===== config.mk =====
export PLATFORM = sky130hd
export DESIGN_NAME = flash_backend
export DESIGN_NICKNAME = d
export VERILOG_FILES = /design/src/rtl/flash_backend_pkg.sv /design/src/rtl/flash_backend_enc.sv /design/src/rtl/flash_backend_ctrl.sv /design/src/rtl/flash_backend_dp.sv /design/src/rtl/flash_backend.sv
export SDC_FILE = /design/constraint.sdc
export NUM_CORES = 1
export LEC_CHECK = 0
export ABC_CLOCK_PERIOD_IN_PS = 2200
export BUFFER_PORTS_ARGS = -buffer_cell sky130_fd_sc_hd__buf_2
export CAP_MARGIN = 25
export CORE_ASPECT_RATIO = 1.1
export CORE_UTILIZATION = 40
export DETAILED_ROUTE_END_ITERATION = 7
export PLACE_DENSITY = 0.81
export SETUP_SLACK_MARGIN = 0.3
export SYNTH_ARGS = -nofsm -noshare
export SYNTH_HDL_FRONTEND = slang
export SYNTH_SLANG_ARGS = --single-unit
export TNS_END_PERCENT = 50

===== constraint.sdc =====
create_clock -name clk -period 2.2 [get_ports clk]
set_input_delay 0.11 -clock clk [delete_from_list [all_inputs] [get_ports clk]]
set_output_delay 0.11 -clock clk [all_outputs]
set_load 0.02 [all_outputs]

===== src/rtl/flash_backend_pkg.sv =====
package flash_backend_pkg;

  typedef enum logic [1:0] {
    EDGE_RISE  = 2'b00,
    EDGE_FALL  = 2'b01,
    EDGE_BOTH  = 2'b10,
    EDGE_BOTH2 = 2'b11
  } edge_mode_e;

  typedef struct packed {
    logic capture;
    logic write;
  } dp_strobe_t;

endpackage


===== src/rtl/flash_backend_enc.sv =====
module flash_backend_enc #(
  parameter int RES_BITS = 4,
  localparam int TAPS = (1 << RES_BITS) - 1
) (
  input  logic [TAPS-1:0]     thermo,
  output logic [RES_BITS-1:0] code
);

  logic [TAPS-1:0] aboveAny;
  logic [TAPS-1:0] isTop;

  assign aboveAny[TAPS-1] = 1'b0;

  genvar g;
  generate
    for (g = 0; g < TAPS - 1; g++) begin : gen_above
      assign aboveAny[g] = aboveAny[g+1] | thermo[g+1];
    end
    for (g = 0; g < TAPS; g++) begin : gen_top
      assign isTop[g] = thermo[g] & ~aboveAny[g];
    end
  endgenerate

  always_comb begin
    code = '0;
    for (int i = 0; i < TAPS; i++) begin
      if (isTop[i]) code = code | RES_BITS'(i + 1);
    end
  end

  always_comb begin
    assert_single_top_R2: assert ($onehot0(isTop));
    if ((thermo & (thermo + 1'b1)) == '0) begin
      assert_clean_count_R2: assert (code == RES_BITS'($countones(thermo)));
    end
  end

endmodule


===== src/rtl/flash_backend_ctrl.sv =====
module flash_backend_ctrl
  import flash_backend_pkg::*;
#(
  parameter int LAT_W = 4
) (
  input  logic             clk,
  input  logic             rstN,
  input  logic             startStrobe,
  input  logic [1:0]       edgeSel,
  input  logic [LAT_W-1:0] latency,
  output dp_strobe_t       strobes
);

  logic syncA, syncB, prevQ;
  logic riseHit, fallHit, trig;
  logic pendingQ;
  logic [LAT_W-1:0] cntQ;

  always_ff @(posedge clk) begin
    if (!rstN) begin
      syncA <= 1'b0;
      syncB <= 1'b0;
      prevQ <= 1'b0;
    end else begin
      syncA <= startStrobe;
      syncB <= syncA;
      prevQ <= syncB;
    end
  end

  assign riseHit = syncB & ~prevQ;
  assign fallHit = ~syncB & prevQ;

  always_comb begin
    case (edgeSel)
      EDGE_RISE: trig = riseHit;
      EDGE_FALL: trig = fallHit;
      default:   trig = riseHit | fallHit;
    endcase
  end

  always_ff @(posedge clk) begin
    if (!rstN) begin
      pendingQ <= 1'b0;
      cntQ     <= '0;
    end else if (trig) begin
      pendingQ <= 1'b1;
      cntQ     <= latency;
    end else if (pendingQ) begin
      if (cntQ == '0) pendingQ <= 1'b0;
      else            cntQ     <= cntQ - LAT_W'(1);
    end
  end

  assign strobes.capture = trig;
  assign strobes.write   = pendingQ && (cntQ == '0) && !trig;

  assert_restart_R9: assert property (@(posedge clk) disable iff (!rstN)
    trig |=> pendingQ && (cntQ == $past(latency)));

  assert_countdown_R6: assert property (@(posedge clk) disable iff (!rstN)
    (pendingQ && !trig && cntQ != '0) |=> pendingQ && (cntQ == $past(cntQ) - LAT_W'(1)));

endmodule


===== src/rtl/flash_backend_dp.sv =====
module flash_backend_dp
  import flash_backend_pkg::*;
#(
  parameter int RES_BITS = 4,
  localparam int TAPS = (1 << RES_BITS) - 1
) (
  input  logic                clk,
  input  logic                rstN,
  input  logic [TAPS-1:0]     thermoIn,
  input  logic [TAPS-1:0]     faultMask,
  input  logic                bipolarEn,
  input  dp_strobe_t          strobes,
  output logic [RES_BITS-1:0] codeOut,
  output logic                doneOut
);

  localparam logic [RES_BITS-1:0] MSB_FLIP = RES_BITS'(1) << (RES_BITS - 1);

  logic [TAPS-1:0]     maskedThermo;
  logic [RES_BITS-1:0] rawCode, mappedCode;
  logic [RES_BITS-1:0] capQ, codeQ;
  logic                doneQ;

  assign maskedThermo = thermoIn & ~faultMask;

  flash_backend_enc #(.RES_BITS(RES_BITS)) u_enc (
    .thermo (maskedThermo),
    .code   (rawCode)
  );

  assign mappedCode = bipolarEn ? (rawCode ^ MSB_FLIP) : rawCode;

  always_ff @(posedge clk) begin
    if (!rstN) begin
      capQ  <= '0;
      codeQ <= '0;
      doneQ <= 1'b0;
    end else begin
      if (strobes.capture) capQ  <= mappedCode;
      if (strobes.write)   codeQ <= capQ;
      doneQ <= strobes.write;
    end
  end

  assign codeOut = codeQ;
  assign doneOut = doneQ;

  assert_done_single_R7: assert property (@(posedge clk) disable iff (!rstN)
    doneQ |=> !doneQ);

  assert_hold_R10: assert property (@(posedge clk) disable iff (!rstN)
    !strobes.write |=> $stable(codeQ));

  assert_write_value_R6: assert property (@(posedge clk) disable iff (!rstN)
    strobes.write |=> (codeQ == $past(capQ)) && doneQ);

endmodule


===== src/rtl/flash_backend.sv =====
module flash_backend
  import flash_backend_pkg::*;
#(
  parameter int RES_BITS = 4,
  parameter int LAT_W    = 4,
  localparam int TAPS = (1 << RES_BITS) - 1
) (
  input  logic                clk,
  input  logic                rstN,
  input  logic [TAPS-1:0]     thermoIn,
  input  logic [TAPS-1:0]     faultMask,
  input  logic                startStrobe,
  input  logic [1:0]          edgeSel,
  input  logic                bipolarEn,
  input  logic [LAT_W-1:0]    latency,
  output logic [RES_BITS-1:0] codeOut,
  output logic                doneOut
);

  dp_strobe_t strobes;

  flash_backend_ctrl #(.LAT_W(LAT_W)) u_ctrl (
    .clk         (clk),
    .rstN        (rstN),
    .startStrobe (startStrobe),
    .edgeSel     (edgeSel),
    .latency     (latency),
    .strobes     (strobes)
  );

  flash_backend_dp #(.RES_BITS(RES_BITS)) u_dp (
    .clk       (clk),
    .rstN      (rstN),
    .thermoIn  (thermoIn),
    .faultMask (faultMask),
    .bipolarEn (bipolarEn),
    .strobes   (strobes),
    .codeOut   (codeOut),
    .doneOut   (doneOut)
  );

endmodule


==> metrics.yaml, run 1 <==
status:
  status: "finished, final reports clean"
finish:
  syn_to_final_growth_pct: 32.2
  fin_nets: 203
  fin_area_um2: 1310
  seqCellArea_um2: 345
  multi_input_area_um2: 634
  layout-drive-gt1-share_pct: 42.1
  fillCellCount: 235
  antenna_cells: 0
timing:
  worst_pin_slew_ps: 530
  slew_headroom_pct: 64.4
  slew_violations: 0
  hold_viol_final: 0
  holdWs_ps: 15.3
  fmax_ghz: 0.558
  layout_worst_path_cycle_share_pct: 81.5
  setup_ws_ps: 407
  setup_violations: 0
  finClkSkew_ps: 5.12
  rsz0062_at_grt: "yes"
  period_minus_slack_ps: 1790
  timing.setup.tns_ps: 0
clock_network:
  clock_sinks: 17
  clkTransAtPathRegs_ps: 100
  cts_tree: "built"
  clock_latency_ps: 290
  holdBufCountCts: 0
  ctsLongestPathBuffers: 2
  root_buffer: "clkbuf_4"
  numCtsBuffers: 3
  h-tree-depth: 1
worst_hold_path:
  hp-class: "in2reg"
  holdPathStages: 2
setup_path:
  cp.depth: 6
  max_stage_delay_ps: 410
  r2r-end: "u_dp.codeOut[1]$_SDFFE_PN0P_"
  worstPathCellList: "inv_2 -> ha_2 -> mux2_4 -> o21a_4 -> nor4_4 -> mux2i_1"
  r2r_setup_slack_ps: 410
  setup.worst_path.start: "u_ctrl.syncB$_SDFF_PN0_"
  start_kind: "register"
  critPathCaptureType: "register"
  crit_slowest_cell: "nor4_4"
  crit_fanout: 8
  cp.required_ps: 2430
  r2r_start: "u_ctrl.syncB$_SDFF_PN0_"
  r2r_cells: 6
  worstPathArrival_ps: 2020
  crit_type: "reg2reg"
  cp_top_family: "multiplexers"
  cp_num_buf_inv: 1
  cp-endpoint: "u_dp.codeOut[1]$_SDFFE_PN0P_"
power_and_ir_drop:
  pwr_density_cell_nw_per_um2: 522
  power.total_w: 0.000683
  peakVddDrop_mv: 0.322
  leakage_nw: 0.559
drt:
  top_layer: "met4"
  m1WireLength_um: 886
  drcViolationCount: 0
  dr.pass1.iters: 4
  final_antenna_net_count: 0
  wl_per_cell_um: 11.4
  drtIter0Drc: 9
  vias_per_cell: 5.23
  wl_met2_um: 1150
  via_count: 989
  met3WireLength_um: 102
  wirelength_um: 2160
synthesis:
  syn_area_um2: 990
  synth_cells: 111
  yosysWarnings: 0
  yosysSeqAreaShare_pct: 34.4
  synth-edff-count: 0
  avgSynthCellArea_um2: 8.92
  synth_nets: 154
  synth-async-reset-ratio_pct: 0
  synth_top_area_share_pct: 34.4
  synth_top_cell_by_area: "dfxtp_1"
  synth_seq_cells: 17
  synthTopCellsByArea: "dfxtp_1 34%, nor2b_1 7.0%, nand2_1 4.2%"
  synthFlopType: "dfxtp_1"
  ys_types: 43
global_route:
  grt_use_total_pct: 17.1
  grt_overflow: 0
  grt_pass1_wl_um: 3500
  grt_antenna_before_repair: 0
  grt_start_max_net_pins: 25
  grt_pass1_vias: 888
place:
  gp_congestion: 0.733
  place_area_um2: 1230
  dp_slack_ps: 306
  hpwl_um: 1660
  port_buffers: 44
floorplanning:
  ios: 45
  initial_core_util_pct: 43.1
  die_w_um: 49.4
  design.core.area_um2: 2300
  die_h_um: 54.2
  dieArea_um2: 2680
  row_count: 18
job:
  drv_cap: 0
-- sequential cells by signal, indices dropped and copies added (netlist names) --
name / flops
u_dp.doneOut: 1
u_ctrl.prevQ: 1
u_ctrl.cntQ: 4
u_dp.codeOut: 4
u_ctrl.syncA: 1
u_dp.capQ: 4
u_ctrl.pendingQ: 1
u_ctrl.syncB: 1
-- routing by layer --
layer	track usage [%]	vias to the layer above
li1	-	498
met1	18.1	460
met2	33.1	29
met3	1.98	2
met4	10.0	0
met5	0	-
-- worst register-to-register path: cells and delay by family, from the launching register on --
family / cells / cell delay (ps)
AOI/OAI and AO/OA: 1 / 250
adders and majority gates: 1 / 150
buffers and inverters: 1 / 30
DFF: 1 / 380
muxes: 2 / 500
and+or+nand+nor: 1 / 410
-- worst min-delay path by stage --
stage                      startpoint                       to  slack [ps]
after floorplan           startStrobe  u_ctrl.syncA$_SDFF_PN0_         240
after CTS                 startStrobe  u_ctrl.syncA$_SDFF_PN0_           1
after global placement    startStrobe  u_ctrl.syncA$_SDFF_PN0_         320
after detailed placement  startStrobe  u_ctrl.syncA$_SDFF_PN0_         320
after global routing      startStrobe  u_ctrl.syncA$_SDFF_PN0_           2
final                     startStrobe  u_ctrl.syncA$_SDFF_PN0_          20
-- layout make-up --
cell class | count | area share [%]
clock inverters | 1 | 0.574
flip-flops and latches | 17 | 26.4
clock buffers | 3 | 1.72
well taps | 30 | 2.87
multi-input cells | 86 | 48.5
repair buffers | 47 | 18.5
inverters | 5 | 1.43
-- kinds of logic after synthesis --
kind of cell | count (synthesis) | synth area share (%)
XOR/XNOR | 1 | 0.885
AND/OR/NAND/NOR | 49 | 30.8
multiplexers | 5 | 5.56
buffers and inverters | 8 | 3.79
adder cells (fa/ha/maj) | 3 | 3.79
flip-flops | 17 | 34.4
AO/OA/AOI/OAI | 28 | 20.7
-- synthesized netlist by cell type, types with 2 or more instances --
library cell	count
dfxtp_1	17
ha_1	3
and2_2	2
o21ai_0	5
o21a_1	2
nor3b_1	2
nor2_1	3
nor4_1	2
o2111ai_1	2
nand2b_1	6
a211oi_1	3
clkbuf_1	2
nor2b_1	11
a21oi_1	3
mux2i_1	4
and2_1	3
inv_1	5
nand2_1	11
-- power by group --
part	total (W)	switching, W	internal [W]
combinational	0.000167	0.0000785	0.0000888
sequential	0.000344	0.0000163	0.000328
clock	0.000171	0.000102	0.0000692
total	0.000683	0.000197	0.000486
-- stage by stage --
step	utilization [%]	cells
2_1_floorplan	-	111
3_3_place_gp	53.5	182
3_5_place_dp	53.5	182
4_1_cts	54.8	186
5_1_grt	57.0	189
6_report	57.0	189
-- what timing repair did --
item	CTS	global route
cloned	0	0
setup endpoints to repair	4	5
gates resized for setup	0	10
hold endpoints to repair	0	0
setup buffers	0	3
pin swaps	1	2
-- cell usage in the layout, fill, tap and decap left out, types with 2 or more instances in the layout --
master / instances
a211oi_1: 3
a21oi_1: 3
and2_1: 3
and2_2: 2
buf_2: 44
buf_4: 3
clkbuf_4: 3
dfxtp_1: 15
inv_1: 3
inv_2: 2
mux2i_1: 4
nand2_1: 11
nand2b_1: 6
nor2_1: 3
nor2b_1: 11
nor3b_1: 2
nor4_1: 2
o2111ai_1: 2
o21ai_0: 5
(Power assumes the default switching activity.)
==> run 2: changes to the inputs <==
--- a/config.mk
+++ b/config.mk
@@ -5,13 +5,13 @@
 export SDC_FILE = /design/constraint.sdc
 export NUM_CORES = 1
 export LEC_CHECK = 0
-export ABC_CLOCK_PERIOD_IN_PS = 2200
+export ABC_CLOCK_PERIOD_IN_PS = 1600
 export BUFFER_PORTS_ARGS = -buffer_cell sky130_fd_sc_hd__buf_2
 export CAP_MARGIN = 25
 export CORE_ASPECT_RATIO = 1.1
 export CORE_UTILIZATION = 40
 export DETAILED_ROUTE_END_ITERATION = 7
-export PLACE_DENSITY = 0.81
+export PLACE_DENSITY = 0.84
 export SETUP_SLACK_MARGIN = 0.3
 export SYNTH_ARGS = -nofsm -noshare
 export SYNTH_HDL_FRONTEND = slang
==> constraint.sdc (replaced) <==
create_clock -name clk -period 1.6 [get_ports clk]
set_input_delay 0.08 -clock clk [delete_from_list [all_inputs] [get_ports clk]]
set_output_delay 0.08 -clock clk [all_outputs]
set_load 0.02 [all_outputs]
==> metrics.yaml, run 2 (synthesized netlist as in run 1, its figures left out) <==
clock_network:
  clock_latency_ps: 290  # about the same
  h-tree-depth: 1  # unchanged
  ctsLongestPathBuffers: 2  # unchanged
  numCtsBuffers: 3  # unchanged
  root_buffer: "clkbuf_4"
  clock_sinks: 17  # unchanged
  clkTransAtPathRegs_ps: 100  # about the same
  cts_tree: "built"
finish:
  syn_to_final_growth_pct: 43.9
  fin_nets: 210  # +3.4%
  layout-drive-gt1-share_pct: 50.6  # +8.5 points
  layout_common_cells: "44 x buf_2, 14 x dfxtp_1, 11 x nor2b_1, 9 x nand2_1, 8 x buf_4"
  fin_util_pct: 62.0  # +5.0 points
  antenna_cells: 0  # unchanged
  mostFrequentLayoutCell: "buf_2"
  fin_area_um2: 1420  # +8.8%
setup_path:
  worstPathCellList: "inv_2 -> ha_2 -> mux2_4 -> o21a_4 -> nor4_4 -> buf_4 -> mux2i_1"
  r2r_setup_slack_ps: -70  # -480 ps
  max_stage_delay_ps: 360  # -50 ps
  critPathCaptureType: "register"
  cp_top_family: "multiplexers"
  crit_type: "reg2reg"
  r2r_start: "u_ctrl.syncB$_SDFF_PN0_"
  start_kind: "register"
  setup.worst_path.start: "u_ctrl.syncB$_SDFF_PN0_"
  cp_num_buf_inv: 2  # +1
  crit_fanout: 4  # -4
  worstPathArrival_ps: 1890  # -130 ps
  cp.required_ps: 1820  # -610 ps
  crit_slowest_cell: "dfxtp_2"
floorplanning:
  ios: 45  # unchanged
  row_count: 18  # unchanged
  dieArea_um2: 2680  # unchanged
  initial_core_util_pct: 43.1  # unchanged
  die_w_um: 49.4  # unchanged
  design.core.area_um2: 2300  # unchanged
  die_h_um: 54.2  # unchanged
timing:
  setup_ws_ps: -73.5  # -481 ps
  layout_worst_path_cycle_share_pct: 105  # +23 points
  rsz0062_at_grt: "yes"
  hold_viol_final: 0  # unchanged
  timing.setup.tns_ps: -248  # -248 ps
  finClkSkew_ps: 0.168  # -4.95 ps
  setup_violations: 4  # +4
  slew_headroom_pct: 48.9  # -15 points
  fmax_ghz: 0.598  # +7.1%
  slew_violations: 0  # unchanged
  holdWs_ps: 42.6  # +27.3 ps
  worst_pin_slew_ps: 760  # +230 ps
  period_minus_slack_ps: 1670  # -119 ps
status:
  status: "finished, violations left"
  violations: "setup timing"
drt:
  wl_per_cell_um: 12.2  # +7.1%
  vias_per_cell: 5.19  # -0.84%
  drcViolationCount: 0  # unchanged
  via_count: 1017  # +2.8%
  wirelength_um: 2400  # +11%
  drtIter0Drc: 23  # +14
  dr.pass1.iters: 4  # unchanged
  final_antenna_net_count: 0  # unchanged
place:
  hpwl_um: 1800  # +8.3%
  place_area_um2: 1300  # +5.5%
  port_buffers: 44  # unchanged
  gp_congestion: 0.776  # +5.9%
worst_hold_path:
  hp-class: "in2reg"
  hp-start: "latency[3]"
job:
  drv_cap: 0  # unchanged
power_and_ir_drop:
  peakVddDrop_mv: 0.474  # +47%
  p_switching_w: 0.000297  # +51%
  p_clk_share_pct: 23.4  # -1.7 points
  power.share.combinational_pct: 29.2  # +4.7 points
  internal_power_w: 0.000701  # +44%
  power_frac_seq_pct: 47.4  # -3.0 points
  power.total_w: 0.000998  # +46%
  sw_frac_of_total_pct: 29.8  # +0.95 points
  pwr_density_cell_nw_per_um2: 701  # +34%
  leakage_nw: 0.607  # +8.6%
global_route:
  grt_overflow: 0  # unchanged
  grt_start_max_net_pins: 25  # unchanged
  grt_use_total_pct: 18.6  # +1.5 points
  grt_antenna_before_repair: 0  # unchanged
  grt_pass1_wl_um: 3840  # +9.7%
  grt_pass1_vias: 969  # +9.1%
-- run 2: cell count changes in the layout (fill, tap and decap cells not counted), sizes merged --
cell / delta
buf: +6
clkinvlp: -1
dlygate4sd3: +1
clkbuf: +1
-- run 2: what timing repair did --
action | 4_1_cts | 5_1_grt
gates resized for setup | 11 | 11
setup endpoints to repair | 14 | 14
pin swaps | 2 | 2
setup buffers | 1 | 0
hold buffers | 1 | 0
hold endpoints to repair | 1 | 0
-- run 2: power groups by stage --
stage	clock (W)	combinational (W)	sequential, W
floorplan	0	0.000145	0.000482
global placement	0	0.000233	0.000477
detailed placement	0	0.000243	0.000481
CTS	0.000234	0.000263	0.000471
global route	0.000245	0.000321	0.000476
finish	0.000233	0.000291	0.000473
-- run 2: worst reg2reg max path: stages, from the launching register on --
cell,delay [ps]
dfxtp_2,360
inv_2,40
ha_2,150
mux2_4,260
o21a_4,240
nor4_4,170
buf_4,190
mux2i_1,190
-- run 2: stage by stage --
| step | setup slack [ps] | instances |
|---|---|---|
| after floorplan | -30.2 | 111 |
| after global placement | -45.9 | 190 |
| after detailed placement | -124 | 190 |
| after CTS | -87.3 | 196 |
| after global routing | -166 | 196 |
| final | -73.5 | 196 |
-- run 2: worst paths after layout --
kind / endpoint / depth (start not counted)
max: u_dp.codeOut[3]$_SDFFE_PN0P_ / 7
min: u_ctrl.cntQ[3]$_SDFFE_PN0P_ / 2
max reg2reg: u_dp.codeOut[3]$_SDFFE_PN0P_ / 7
min reg2reg: u_ctrl.syncB$_SDFF_PN0_ / 1
-- run 2: layout make-up --
class / count / area, um2
Fill cell: 201 / 873
Multi-Input combinational cell: 86 / 696
Sequential cell: 17 / 344
Timing Repair Buffer: 54 / 302
Tap cell: 30 / 37.5
Clock buffer: 4 / 26.3
Inverter: 5 / 18.8
-- run 2: layer usage --
layer  GRT usage, %  wire (um)  vias up
met2           37.0       1290       47
met3           1.13        129        4
met5              0          0        -
met1           19.3        941      453
met4           11.9         35        0
li1               -          -      513
==> run 3: changes to the inputs <==
--- a/config.mk
+++ b/config.mk
@@ -11,7 +11,9 @@
 export CORE_ASPECT_RATIO = 1.1
 export CORE_UTILIZATION = 40
 export DETAILED_ROUTE_END_ITERATION = 7
+export HOLD_SLACK_MARGIN = 0.05
 export PLACE_DENSITY = 0.84
+export REMOVE_ABC_BUFFERS = 1
 export SETUP_SLACK_MARGIN = 0.3
 export SYNTH_ARGS = -nofsm -noshare
 export SYNTH_HDL_FRONTEND = slang
==> metrics.yaml, run 3 (synthesized netlist as in run 1, its figures left out) <==
floorplanning:
  die_w_um: 49.4  # unchanged
  design.core.area_um2: 2300  # unchanged
  die_h_um: 54.2  # unchanged
  ios: 45  # unchanged
  row_count: 18  # unchanged
  initial_core_util_pct: 43.1  # unchanged
  dieArea_um2: 2680  # unchanged
timing:
  slew_headroom_pct: 63.1  # +14 points
  setup_ws_ps: -86.7  # -13.2 ps
  rsz0062_at_grt: "yes"
  layout_worst_path_cycle_share_pct: 105  # +0.82 points
  fmax_ghz: 0.593  # -0.78%
  period_minus_slack_ps: 1690  # +13.2 ps
  setup_violations: 6  # +2
  hold_viol_final: 0  # unchanged
  slew_violations: 0  # unchanged
  finClkSkew_ps: 0.890  # +0.722 ps
  worst_pin_slew_ps: 549  # -210 ps
clock_network:
  cts_tree: "built"
  clock_latency_ps: 290  # about the same
  clock_sinks: 17  # unchanged
  ctsLongestPathBuffers: 2  # unchanged
  clkTransAtPathRegs_ps: 100  # about the same
  h-tree-depth: 1  # unchanged
  root_buffer: "clkbuf_4"
  numCtsBuffers: 3  # unchanged
power_and_ir_drop:
  p_switching_w: 0.000288  # -3.0%
  p_clk_share_pct: 23.3  # about the same
  power.share.combinational_pct: 28.7  # -0.5 points
  peakVddDrop_mv: 0.426  # -10%
  sw_frac_of_total_pct: 29.3  # -0.44 points
  pwr_density_cell_nw_per_um2: 697  # -0.63%
  leakage_nw: 0.611  # +0.62%
  internal_power_w: 0.000695  # -0.89%
  power.total_w: 0.000983  # -1.5%
  power_frac_seq_pct: 48.0  # +0.6 points
drt:
  vias_per_cell: 5.25  # +1.3%
  drcViolationCount: 0  # unchanged
  wl_per_cell_um: 12.1  # -0.92%
  dr.pass1.iters: 4  # unchanged
  wirelength_um: 2390  # -0.42%
  final_antenna_net_count: 0  # unchanged
  via_count: 1035  # +1.8%
  drtIter0Drc: 11  # -52%
worst_hold_path:
  hp-class: "in2reg"
  hp-start: "latency[0]"
place:
  hpwl_um: 1870  # +4.2%
  port_buffers: 44  # unchanged
  dp_slack_ps: -139  # -15.3 ps
  gp_congestion: 0.814  # +4.9%
setup_path:
  start_kind: "register"
  crit_slowest_cell: "dfxtp_2"
  crit_fanout: 5  # +1
  worstPathCellList: "inv_2 -> ha_2 -> mux2_4 -> o21a_4 -> nor4_4 -> buf_4 -> mux2i_1"
  r2r_start: "u_ctrl.prevQ$_SDFF_PN0_"
  cp.required_ps: 1820  # about the same
  critPathCaptureType: "register"
  worstPathArrival_ps: 1910  # +20 ps
  max_stage_delay_ps: 350  # about the same
  setup.worst_path.start: "u_ctrl.prevQ$_SDFF_PN0_"
  crit_type: "reg2reg"
finish:
  layout_common_cells: "44 x buf_2, 14 x dfxtp_1, 11 x nor2b_1, 10 x nand2_1, 7 x buf_4"
  fin_nets: 211  # +0.48%
  seqCellArea_um2: 344  # unchanged
  fillCellCount: 218  # +8.5%
  layout-drive-gt1-share_pct: 49.1  # -1.5 points
  syn_to_final_growth_pct: 42.6
  multi_input_area_um2: 668  # -4.0%
  antenna_cells: 0  # unchanged
  fin_util_pct: 61.4  # -0.54 points
  mostFrequentLayoutCell: "buf_2"
status:
  violations: "setup timing"
  status: "finished, violations left"
global_route:
  grt_antenna_before_repair: 0  # unchanged
  grt_pass1_vias: 994  # +2.6%
  grt_overflow: 0  # unchanged
  grt_use_total_pct: 19.1  # +0.55 points
  grt_start_max_net_pins: 25  # unchanged
  grt_pass1_wl_um: 3830  # -0.18%
job:
  drv_cap: 0  # unchanged
[run 3: path summary, 6_finish.rpt]
kind	cells after the start	slack [ps]	endpoint
min reg2reg	1	460	u_ctrl.syncB$_SDFF_PN0_
min	3	60	u_ctrl.cntQ[0]$_SDFFE_PN0P_
max	7	-90	u_dp.codeOut[0]$_SDFFE_PN0P_
max reg2reg	7	-90	u_dp.codeOut[0]$_SDFFE_PN0P_
[run 3: through the flow]
stage	cell area (um2)	hold slack (ps)	setup TNS [ps]	std cells
after global placement	1290	292	-214	190
after global routing	1410	78.6	-959	197
after CTS	1400	51.0	-462	197
after floorplan	971	198	-534	108
final	1410	56.1	-322	197
after detailed placement	1290	298	-808	190
[run 3: power by group through the flow]
stage | Clock [W] | Sequential [W] | Combinational (W)
global route | 0.000256 | 0.000475 | 0.000312
detailed placement | 0 | 0.000479 | 0.000251
finish | 0.000229 | 0.000472 | 0.000282
CTS | 0.000242 | 0.000470 | 0.000276
global placement | 0 | 0.000477 | 0.000234
floorplan | 0 | 0.000481 | 0.000135
[run 3: final cells by class]
class	instances	area share, %
clock buffers	3	1.60
clock inverters	1	0.355
inverters	5	1.33
multi-input cells	86	47.3
flip-flops and latches	17	24.4
well taps	30	2.66
repair buffers	55	22.3
[run 3: critical path: cells and delay by family, from the launching register on]
kind	cells	cell delay (ps)
muxes	2	470
DFF	1	350
buffers and inverters	2	220
AOI/OAI and AO/OA	1	220
and+or+nand+nor	1	190
adders and majority gates	1	160
[run 3: per-layer routing]
metal  GRT usage (%)  share of wire, %  wire, um
met1            18.8                40       953
met5               0                 0         0
met4            11.9               1.5        35
met3            2.82               6.1       146
met2            38.4                52      1250
[run 3: what timing repair did]
item,CTS,global route
setup endpoints to repair,14,14
buffers inserted,1,0
endpoints found under the hold margin,2,0
pin swaps,3,1
hold buffers,2,0
gates resized for setup,17,8
